<file path="src/rtl/gpio_evt_pkg.sv">
package gpio_evt_pkg;

  localparam int REG_IDX_W = 3;
  localparam int KIND_W    = 2;
  localparam int ADDR_W    = KIND_W + REG_IDX_W;
  localparam int REG_W     = 32;
  localparam int CFG_PER   = 32;
  localparam int STS_PER   = 31;

  typedef enum logic [KIND_W-1:0] {
    KIND_POL    = 2'd0,
    KIND_EN     = 2'd1,
    KIND_STS_AS = 2'd2,
    KIND_STS_DE = 2'd3
  } regKind_e;

  typedef struct packed {
    logic                 polWe;
    logic                 enWe;
    logic                 stsAsWe;
    logic                 stsDeWe;
    logic [REG_IDX_W-1:0] idx;
    logic [REG_W-1:0]     data;
    regKind_e             rdKind;
    logic [REG_IDX_W-1:0] rdIdx;
  } ctrlStrobe_t;

endpackage

</file>
<file path="src/rtl/gpio_evt_edge.sv">
module gpio_evt_edge #(
  parameter int WIDTH = 8
) (
  input  logic             clk,
  input  logic             rstN,
  input  logic [WIDTH-1:0] pinsIn,
  output logic [WIDTH-1:0] rise,
  output logic [WIDTH-1:0] fall
);

  logic [WIDTH-1:0] syncA;
  logic [WIDTH-1:0] syncB;
  logic [WIDTH-1:0] prevQ;

  always_ff @(posedge clk or negedge rstN) begin
    if (!rstN) begin
      syncA <= '0;
      syncB <= '0;
      prevQ <= '0;
    end else begin
      syncA <= pinsIn;
      syncB <= syncA;
      prevQ <= syncB;
    end
  end

  assign rise = syncB & ~prevQ;
  assign fall = ~syncB & prevQ;

endmodule

</file>
<file path="src/rtl/gpio_evt_ctrl.sv">
module gpio_evt_ctrl
  import gpio_evt_pkg::*;
(
  input  logic              wrEn,
  input  logic [ADDR_W-1:0] wrAddr,
  input  logic [REG_W-1:0]  wrData,
  input  logic [ADDR_W-1:0] rdAddr,
  output ctrlStrobe_t       strobe
);

  regKind_e wrKind;

  assign wrKind = regKind_e'(wrAddr[ADDR_W-1 -: KIND_W]);

  always_comb begin
    strobe         = '0;
    strobe.polWe   = wrEn && (wrKind == KIND_POL);
    strobe.enWe    = wrEn && (wrKind == KIND_EN);
    strobe.stsAsWe = wrEn && (wrKind == KIND_STS_AS);
    strobe.stsDeWe = wrEn && (wrKind == KIND_STS_DE);
    strobe.idx     = wrAddr[REG_IDX_W-1:0];
    strobe.data    = wrData;
    strobe.rdKind  = regKind_e'(rdAddr[ADDR_W-1 -: KIND_W]);
    strobe.rdIdx   = rdAddr[REG_IDX_W-1:0];
  end

endmodule

</file>
<file path="src/rtl/gpio_evt_datapath.sv">
module gpio_evt_datapath
  import gpio_evt_pkg::*;
#(
  parameter int NUM_PINS = 40
) (
  input  logic                          clk,
  input  logic                          rstN,
  input  logic [NUM_PINS-1:0]           pinsIn,
  input  ctrlStrobe_t                   strobe,
  output logic [REG_W-1:0]              rdData,
  output logic                          irqAssert,
  output logic                          irqDeassert,
  output logic [NUM_PINS-1:0]           evtAs,
  output logic [NUM_PINS-1:0]           evtDe,
  output logic [((NUM_PINS+STS_PER-1)/STS_PER)*REG_W-1:0] stsAsFlat,
  output logic [((NUM_PINS+STS_PER-1)/STS_PER)*REG_W-1:0] stsDeFlat
);

  localparam int CFG_REGS = (NUM_PINS + CFG_PER - 1) / CFG_PER;
  localparam int STS_REGS = (NUM_PINS + STS_PER - 1) / STS_PER;

  logic [NUM_PINS-1:0] polQ, enQ, stsAsQ, stsDeQ;
  logic [NUM_PINS-1:0] polNext, enNext, stsAsNext, stsDeNext;
  logic [NUM_PINS-1:0] rise, fall;
  logic [CFG_REGS*REG_W-1:0] polFlat, enFlat;

  gpio_evt_edge #(.WIDTH(NUM_PINS)) uEdge (
    .clk   (clk),
    .rstN  (rstN),
    .pinsIn(pinsIn),
    .rise  (rise),
    .fall  (fall)
  );

  assign evtAs = (rise & polQ) | (fall & ~polQ);
  assign evtDe = (fall & polQ) | (rise & ~polQ);

  for (genvar p = 0; p < NUM_PINS; p++) begin : gPin
    localparam int CR = p / CFG_PER;
    localparam int CB = p % CFG_PER;
    localparam int SR = p / STS_PER;
    localparam int SB = (p % STS_PER) + 1;

    logic cfgSel, stsSel, asHit, deHit;

    assign cfgSel = (int'(strobe.idx) == CR);
    assign stsSel = (int'(strobe.idx) == SR);
    assign asHit  = strobe.stsAsWe && stsSel && strobe.data[SB];
    assign deHit  = strobe.stsDeWe && stsSel && strobe.data[SB];

    assign polNext[p] = (strobe.polWe && cfgSel) ? strobe.data[CB] : polQ[p];
    assign enNext[p]  = (strobe.enWe && cfgSel) ? strobe.data[CB] : enQ[p];
    // a fresh event always wins over a concurrent clear
    assign stsAsNext[p] = evtAs[p] | (asHit ? strobe.data[0] : stsAsQ[p]);
    assign stsDeNext[p] = evtDe[p] | (deHit ? strobe.data[0] : stsDeQ[p]);
  end

  always_ff @(posedge clk or negedge rstN) begin
    if (!rstN) begin
      polQ   <= '0;
      enQ    <= '0;
      stsAsQ <= '0;
      stsDeQ <= '0;
    end else begin
      polQ   <= polNext;
      enQ    <= enNext;
      stsAsQ <= stsAsNext;
      stsDeQ <= stsDeNext;
    end
  end

  for (genvar r = 0; r < STS_REGS; r++) begin : gStsReg
    for (genvar b = 0; b < REG_W; b++) begin : gStsBit
      if (b > 0 && (r * STS_PER + b - 1) < NUM_PINS) begin : gLive
        assign stsAsFlat[r*REG_W+b] = stsAsQ[r*STS_PER+b-1];
        assign stsDeFlat[r*REG_W+b] = stsDeQ[r*STS_PER+b-1];
      end else begin : gDead
        assign stsAsFlat[r*REG_W+b] = 1'b0;
        assign stsDeFlat[r*REG_W+b] = 1'b0;
      end
    end
  end

  for (genvar r = 0; r < CFG_REGS; r++) begin : gCfgReg
    for (genvar b = 0; b < REG_W; b++) begin : gCfgBit
      if ((r * CFG_PER + b) < NUM_PINS) begin : gLive
        assign polFlat[r*REG_W+b] = polQ[r*CFG_PER+b];
        assign enFlat[r*REG_W+b]  = enQ[r*CFG_PER+b];
      end else begin : gDead
        assign polFlat[r*REG_W+b] = 1'b0;
        assign enFlat[r*REG_W+b]  = 1'b0;
      end
    end
  end

  always_comb begin
    rdData = '0;
    unique case (strobe.rdKind)
      KIND_POL:    if (int'(strobe.rdIdx) < CFG_REGS) rdData = polFlat[int'(strobe.rdIdx)*REG_W +: REG_W];
      KIND_EN:     if (int'(strobe.rdIdx) < CFG_REGS) rdData = enFlat[int'(strobe.rdIdx)*REG_W +: REG_W];
      KIND_STS_AS: if (int'(strobe.rdIdx) < STS_REGS) rdData = stsAsFlat[int'(strobe.rdIdx)*REG_W +: REG_W];
      KIND_STS_DE: if (int'(strobe.rdIdx) < STS_REGS) rdData = stsDeFlat[int'(strobe.rdIdx)*REG_W +: REG_W];
      default:     rdData = '0;
    endcase
  end

  assign irqAssert   = |(stsAsQ & enQ);
  assign irqDeassert = |(stsDeQ & enQ);

endmodule

</file>
<file path="src/rtl/gpio_evt_top.sv">
module gpio_evt_top
  import gpio_evt_pkg::*;
#(
  parameter int NUM_PINS = 40
) (
  input  logic                clk,
  input  logic                rstN,
  input  logic [NUM_PINS-1:0] pinsIn,
  input  logic                wrEn,
  input  logic [ADDR_W-1:0]   wrAddr,
  input  logic [REG_W-1:0]    wrData,
  input  logic [ADDR_W-1:0]   rdAddr,
  output logic [REG_W-1:0]    rdData,
  output logic                irqAssert,
  output logic                irqDeassert
);

  localparam int STS_BITS = ((NUM_PINS + STS_PER - 1) / STS_PER) * REG_W;

  ctrlStrobe_t         strobe;
  logic [NUM_PINS-1:0] evtAs, evtDe;
  logic [STS_BITS-1:0] stsAsFlat, stsDeFlat;

  gpio_evt_ctrl uCtrl (
    .wrEn  (wrEn),
    .wrAddr(wrAddr),
    .wrData(wrData),
    .rdAddr(rdAddr),
    .strobe(strobe)
  );

  gpio_evt_datapath #(.NUM_PINS(NUM_PINS)) uDp (
    .clk        (clk),
    .rstN       (rstN),
    .pinsIn     (pinsIn),
    .strobe     (strobe),
    .rdData     (rdData),
    .irqAssert  (irqAssert),
    .irqDeassert(irqDeassert),
    .evtAs      (evtAs),
    .evtDe      (evtDe),
    .stsAsFlat  (stsAsFlat),
    .stsDeFlat  (stsDeFlat)
  );

endmodule

</file>
<file path="config.mk">
export PLATFORM = sky130hd
export DESIGN_NAME = gpio_evt_top
export DESIGN_NICKNAME = d
export VERILOG_FILES = /design/src/rtl/gpio_evt_pkg.sv /design/src/rtl/gpio_evt_edge.sv /design/src/rtl/gpio_evt_ctrl.sv /design/src/rtl/gpio_evt_datapath.sv /design/src/rtl/gpio_evt_top.sv
export SDC_FILE = /design/constraint.sdc
export NUM_CORES = 1
export LEC_CHECK = 0
export BUFFER_PORTS_ARGS = -buffer_cell sky130_fd_sc_hd__buf_4
export CORE_MARGIN = 10
export CORE_UTILIZATION = 55
export CTS_BUF_LIST = sky130_fd_sc_hd__clkbuf_8
export DETAILED_ROUTE_END_ITERATION = 6
export HOLD_SLACK_MARGIN = 0.05
export PLACE_DENSITY = 0.75
export SYNTH_ARGS = -nofsm -noshare
export SYNTH_HDL_FRONTEND = slang
export SYNTH_SLANG_ARGS = --single-unit
</file>
<file path="constraint.sdc">
create_clock -name clk -period 5.34 [get_ports clk]
set_input_delay 1.068 -clock clk [delete_from_list [all_inputs] [get_ports clk]]
set_output_delay 1.068 -clock clk [all_outputs]
set_load 0.03 [all_outputs]
</file>
==> flow_summary.toml, run 1 <==
[status]
run_status = "completed"

[critical_path]
reg2reg_depth = 2
cp_max_fo = 43
r2r-end = "uDp.stsAsQ[20]"
worstReg2RegStart = "uDp.uEdge.syncB[20]"
start_kind = "primary input"
path_class = "primary input to primary output"
reg2reg_slack_ns = 4.38
cp.required_ns = 4.27
arrival_ns = 3.24
cp-end-kind = "primary output"

[sta]
maxSlewViolCount = 0
tns_ns = 0
fin_skew_ns = 0.01314
max_slew_margin_pct = 26.53
final.setup.worst_slack_ns = 1.027
period_minus_slack_ns = 4.313
tightest_slew_ns = 1.098
setup_viol_count_final = 0
period_share_pct = 80.77
rsz0062_at_grt = "false"
timing_hold_violations_final = 0
fmax_mhz = 231.9

[worst_hold_path]
holdPathStages = 0
min_from = "uDp.uEdge.syncA[32]"
hold_class = "register to register"
hold_path_end = "uDp.uEdge.syncB[32]"

[placement]
place_ws_ns = 1.144
dp_cells = 1397
portBuffers = 118
gp_congestion = 0.8687
placed_area_um2 = 13690
hpwlAfterDp_um = 22780

[cells_and_area]
final_nets = 1245
stdcell_count = 1472
fillCellCount = 1715
design_area_um2 = 14560
synthToLayoutAreaGrowth_pct = 15.21
drive_gt1_share_pct = 24.45

[clock_tree]
cts_hold_buf = 0
cts-root-buf = "clkbuf_8"
ctsResizeCount = 0
clkTransAtPathRegs_ns = 0.06
cts_max_path_buffers = 3
cts_buffers = 46
clkLatencyLatePin_ns = 0.56
cts_sinks = 280
htree_levels = 2
cts_setup_buffers = 0
cts_tree = "done"

[global_routing]
grt_antenna_before_repair = 1
grt_max_degree = 125
gr-total-overflow = 0
grt_pass1_wl_um = 52720
grt_pass1_vias = 9337
grtUsageTotal_pct = 23.20

[synth]
synthArstFlopShare_pct = 100.0
synth_area_per_cell_um2 = 12.15
netlist_area_um2 = 12640
synth_area_leaders = "dfrtp_1, mux2i_1, mux2_2"
syn-num-nets = 1125
ys_ff_latch = 280
seq_area_frac_synth_pct = 55.43
ys.flop_type = "dfrtp_1"
netlist.area_leader.share_pct = 55.43
synth_common_cells = "dfrtp_1, nand3_1, mux2i_1"
synth_edf_count = 0
yosysMostFrequentCell = "dfrtp_1"
yosysWarnings = 0
syn_inst = 1040
ys_types = 43
yosysTopAreaCell = "dfrtp_1"

[detailed_routing]
wl_um = 33980
drc_errors = 0
drtPass1Iterations = 5
vias = 9136
wl_per_cell_um = 23.08
ant_nets = 0
avgViaCountPerCell = 6.207
drtIter0Drc = 907

[floorplan]
die_x_um = 171.6
ioPinCount = 119
start_util_pct = 55.83
fp.dieH_um = 171.6
rows = 55
design.core.area_um2 = 22640
design.die.area_um2 = 29440

[power_and_ir_drop]
p_per_area_nw_per_um2 = 339.9
p_leak_nw = 6.616
ir_drop_v = 0.0002398

[flow_run]
max_cap_violations = 0
[through the flow]
stage,hold WS (ns),utilization [%],total power [mW]
after floorplan,0.3312,-,2.870
after global placement,0.3323,60.48,3.135
after detailed placement,0.3347,60.48,3.162
after CTS,0.3447,64.31,4.969
after global routing,0.3469,64.32,5.151
final,0.3443,64.32,4.950
[report_power, final]
| group | internal [mW] | switching [mW] | leakage, nW | total (mW) |
|---|---|---|---|---|
| registers | 2.30 | 0.215 | 3.13 | 2.51 |
| logic | 0.307 | 0.326 | 2.99 | 0.633 |
| clock network | 0.981 | 0.825 | 0.502 | 1.81 |
| total | 3.58 | 1.37 | 6.62 | 4.95 |
[routing by layer]
metal | GRT usage [%] | share of wire, %
met1 | 29.31 | 40
met5 | 0 | 0
met3 | 6.761 | 9.0
met4 | 9.187 | 2.8
met2 | 36.88 | 48
[layout by cell type, fill, tap and decap left out, types with 36 or more instances in the layout]
master / instances
clkbuf_8: 56
nand2b_1: 40
buf_4: 121
a22oi_1: 36
dfrtp_1: 280
nand3_1: 158
mux2i_1: 96
o211ai_1: 80
mux2_2: 76
inv_1: 95
[kinds of logic (layout without fill, tap and decap cells)]
logic type	Yosys count	in the layout	synth area share, %
other	0	1	0
flip-flops	280	280	55.43
AO/OA/AOI/OAI	149	149	8.800
buffers and inverters	131	277	4.554
AND/OR/NAND/NOR	278	278	11.82
multiplexers	202	202	19.39
[worst max-delay path, cell delays in order]
cell and delay, ns:
buf_4 0.52, or2b_1 0.43, a2bb2oi_1 0.21, nor2_1 0.06, a2111oi_0 0.64, buf_4 0.28
[worst max-delay path by stage]
stage,start,end
global route,rdAddr[4],rdData[7]
floorplan,rdAddr[4],rdData[7]
finish,rdAddr[4],rdData[1]
CTS,rdAddr[4],rdData[1]
detailed placement,rdAddr[4],rdData[2]
global placement,rdAddr[4],rdData[2]
[cell type report]
| class | instances | area, µm² | area share (%) |
|---|---|---|---|
| flip-flops and latches | 280 | 7007 | 48.11 |
| repair buffers | 124 | 963.4 | 6.616 |
| multi-input cells | 629 | 5069 | 34.81 |
| well taps | 285 | 356.6 | 2.449 |
| clock buffers | 56 | 770.7 | 5.293 |
| inverters | 79 | 296.5 | 2.036 |
| diodes | 1 | 2.502 | 0.01718 |
| clock inverters | 18 | 97.59 | 0.6702 |
[registers in the layout (all words and copies together), names as in the netlist]
name	count
uDp.uEdge.syncA	40
uDp.stsAsQ	40
uDp.uEdge.prevQ	40
uDp.stsDeQ	40
uDp.polQ	40
uDp.uEdge.syncB	40
uDp.enQ	40
No activity file was read; power rests on OpenSTA's default activity.
==> inputs of run 2 (changes only) <==
- PLACE_DENSITY: 0.75 -> 0.78
- clock period: 5.34 -> 3.9 ns (I/O delays scaled with it)
==> run 2 against run 1 <==
  * Clock skew is essentially flat
  * Global-route usage is 0.56 points lower
  * Sequential share of layout area decreased by 0.082 points
  * Core utilization grew 0.11 points
  * Count of clock-buffer cells in the layout increased by 1
  * Routed wire length decreased by 2.7%
  * Non-clock buffer count up 1
  * Register-to-register slack got worse by 1.4 ns
  * Via count about the same
==> flow_summary.toml, run 2 (synthesis gave the netlist of run 1 again) <==
[status]
run_status = "completed"

[detailed_routing]
ant_nets = 0
vias = 9145
drtIter0Drc = 1068
drc_errors = 0
drtPass1Iterations = 6
avgViaCountPerCell = 6.204
wl_per_cell_um = 22.42
wl_um = 33050

[critical_path]
path_common_cell = "buf_4"
r2r-end = "uDp.enQ[3]"
path_class = "primary input to primary output"
crit_chain = "buf_4, or2b_1, a2bb2oi_1, nor2_1, a2111oi_0, buf_4"
reg2reg_depth = 1
cp_max_fo = 47
path_delay_family = "compound AO/OA/AOI/OAI gates"
cp_num_buf_inv = 2
cp-end-kind = "primary output"
slowest_delay_ns = 0.67
arrival_ns = 2.78
start_kind = "primary input"
cp.required_ns = 3.12
worstReg2RegStart = "uDp.enQ[3]"
reg2reg_slack_ns = 3.00
crit_slowest_cell = "a2111oi_0"

[clock_tree]
cts_sinks = 280
cts_hold_buf = 0
clkTransAtPathRegs_ns = 0.05
cts_setup_buffers = 0
htree_levels = 2
cts_buffers = 47
cts_tree = "done"
cts-root-buf = "clkbuf_8"
cts_max_path_buffers = 3
clkLatencyLatePin_ns = 0.57
ctsResizeCount = 0

[power_and_ir_drop]
p_leak_nw = 6.623
p_per_area_nw_per_um2 = 466.3
ir_drop_v = 0.0003256

[floorplan]
design.die.area_um2 = 29440
rows = 55
start_util_pct = 55.83
fp.dieH_um = 171.6
die_x_um = 171.6
design.core.area_um2 = 22640
ioPinCount = 119

[global_routing]
grt_pass1_wl_um = 51720
grt_pass1_vias = 9207
grt_antenna_before_repair = 0
grtUsageTotal_pct = 22.64
gr-total-overflow = 0
grt_max_degree = 113

[sta]
fin_skew_ns = 0.01343
max_slew_margin_pct = 39.07
holdWs_ns = 0.1731
tightest_slew_ns = 0.9107
timing_hold_violations_final = 0
period_minus_slack_ns = 3.562
rsz0062_at_grt = "false"
setup_viol_count_final = 0
period_share_pct = 91.33
maxSlewViolCount = 0
tns_ns = 0
fmax_mhz = 280.8

[worst_hold_path]
hold_class = "primary input to async pin"

[cells_and_area]
stdcell_count = 1474
final_nets = 1247
final_common_cell = "dfrtp_1"
synthToLayoutAreaGrowth_pct = 15.41
drive_gt1_share_pct = 24.83
final_cell_mix = "dfrtp_1, nand3_1, buf_4, mux2i_1, inv_1"

[placement]
gp_congestion = 0.8941
hpwlAfterDp_um = 22410
dp_cells = 1398
portBuffers = 118

[flow_run]
max_cap_violations = 0
run 2: layer usage:
metal / vias up / wire (µm) / track usage (%)
li1: 4041 / - / -
met1: 4607 / 12970 / 29.03
met2: 426 / 15980 / 36.58
met3: 71 / 3244 / 5.684
met4: 0 / 852 / 8.053
met5: - / 0 / 0
run 2: area by class of cell:
cell class / instances / area, µm²
repair buffers: 125 / 970.9
clock inverters: 18 / 101.3
multi-input cells: 629 / 5069
fillers: 1688 / 8053
flip-flops and latches: 280 / 7007
well taps: 285 / 356.6
clock buffers: 57 / 784.5
inverters: 79 / 296.5
diodes: 1 / 2.502
run 2: metrics by stage:
stage	setup slack, ns	utilization [%]	area [µm²]	power, mW
floorplan	0.1730	-	12640	3.930
global placement	0.3807	60.51	13700	4.285
detailed placement	0.4301	60.51	13700	4.322
CTS	0.4065	64.42	14590	6.845
global route	0.1912	64.42	14590	7.093
finish	0.3382	64.43	14590	6.802
run 2: how the worst max path moves through the flow:
stage / cells after the start / from / to
CTS: 6 / rdAddr[3] / rdData[2]
detailed placement: 6 / rdAddr[3] / rdData[2]
global route: 6 / rdAddr[3] / rdData[7]
floorplan: 6 / rdAddr[4] / rdData[7]
finish: 6 / rdAddr[3] / rdData[7]
global placement: 6 / rdAddr[3] / rdData[7]
run 2: where the power goes:
part	internal [mW]	total (mW)	switching (mW)
Sequential	3.14	3.44	0.293
Clock	1.37	2.51	1.14
Combinational	0.421	0.856	0.435
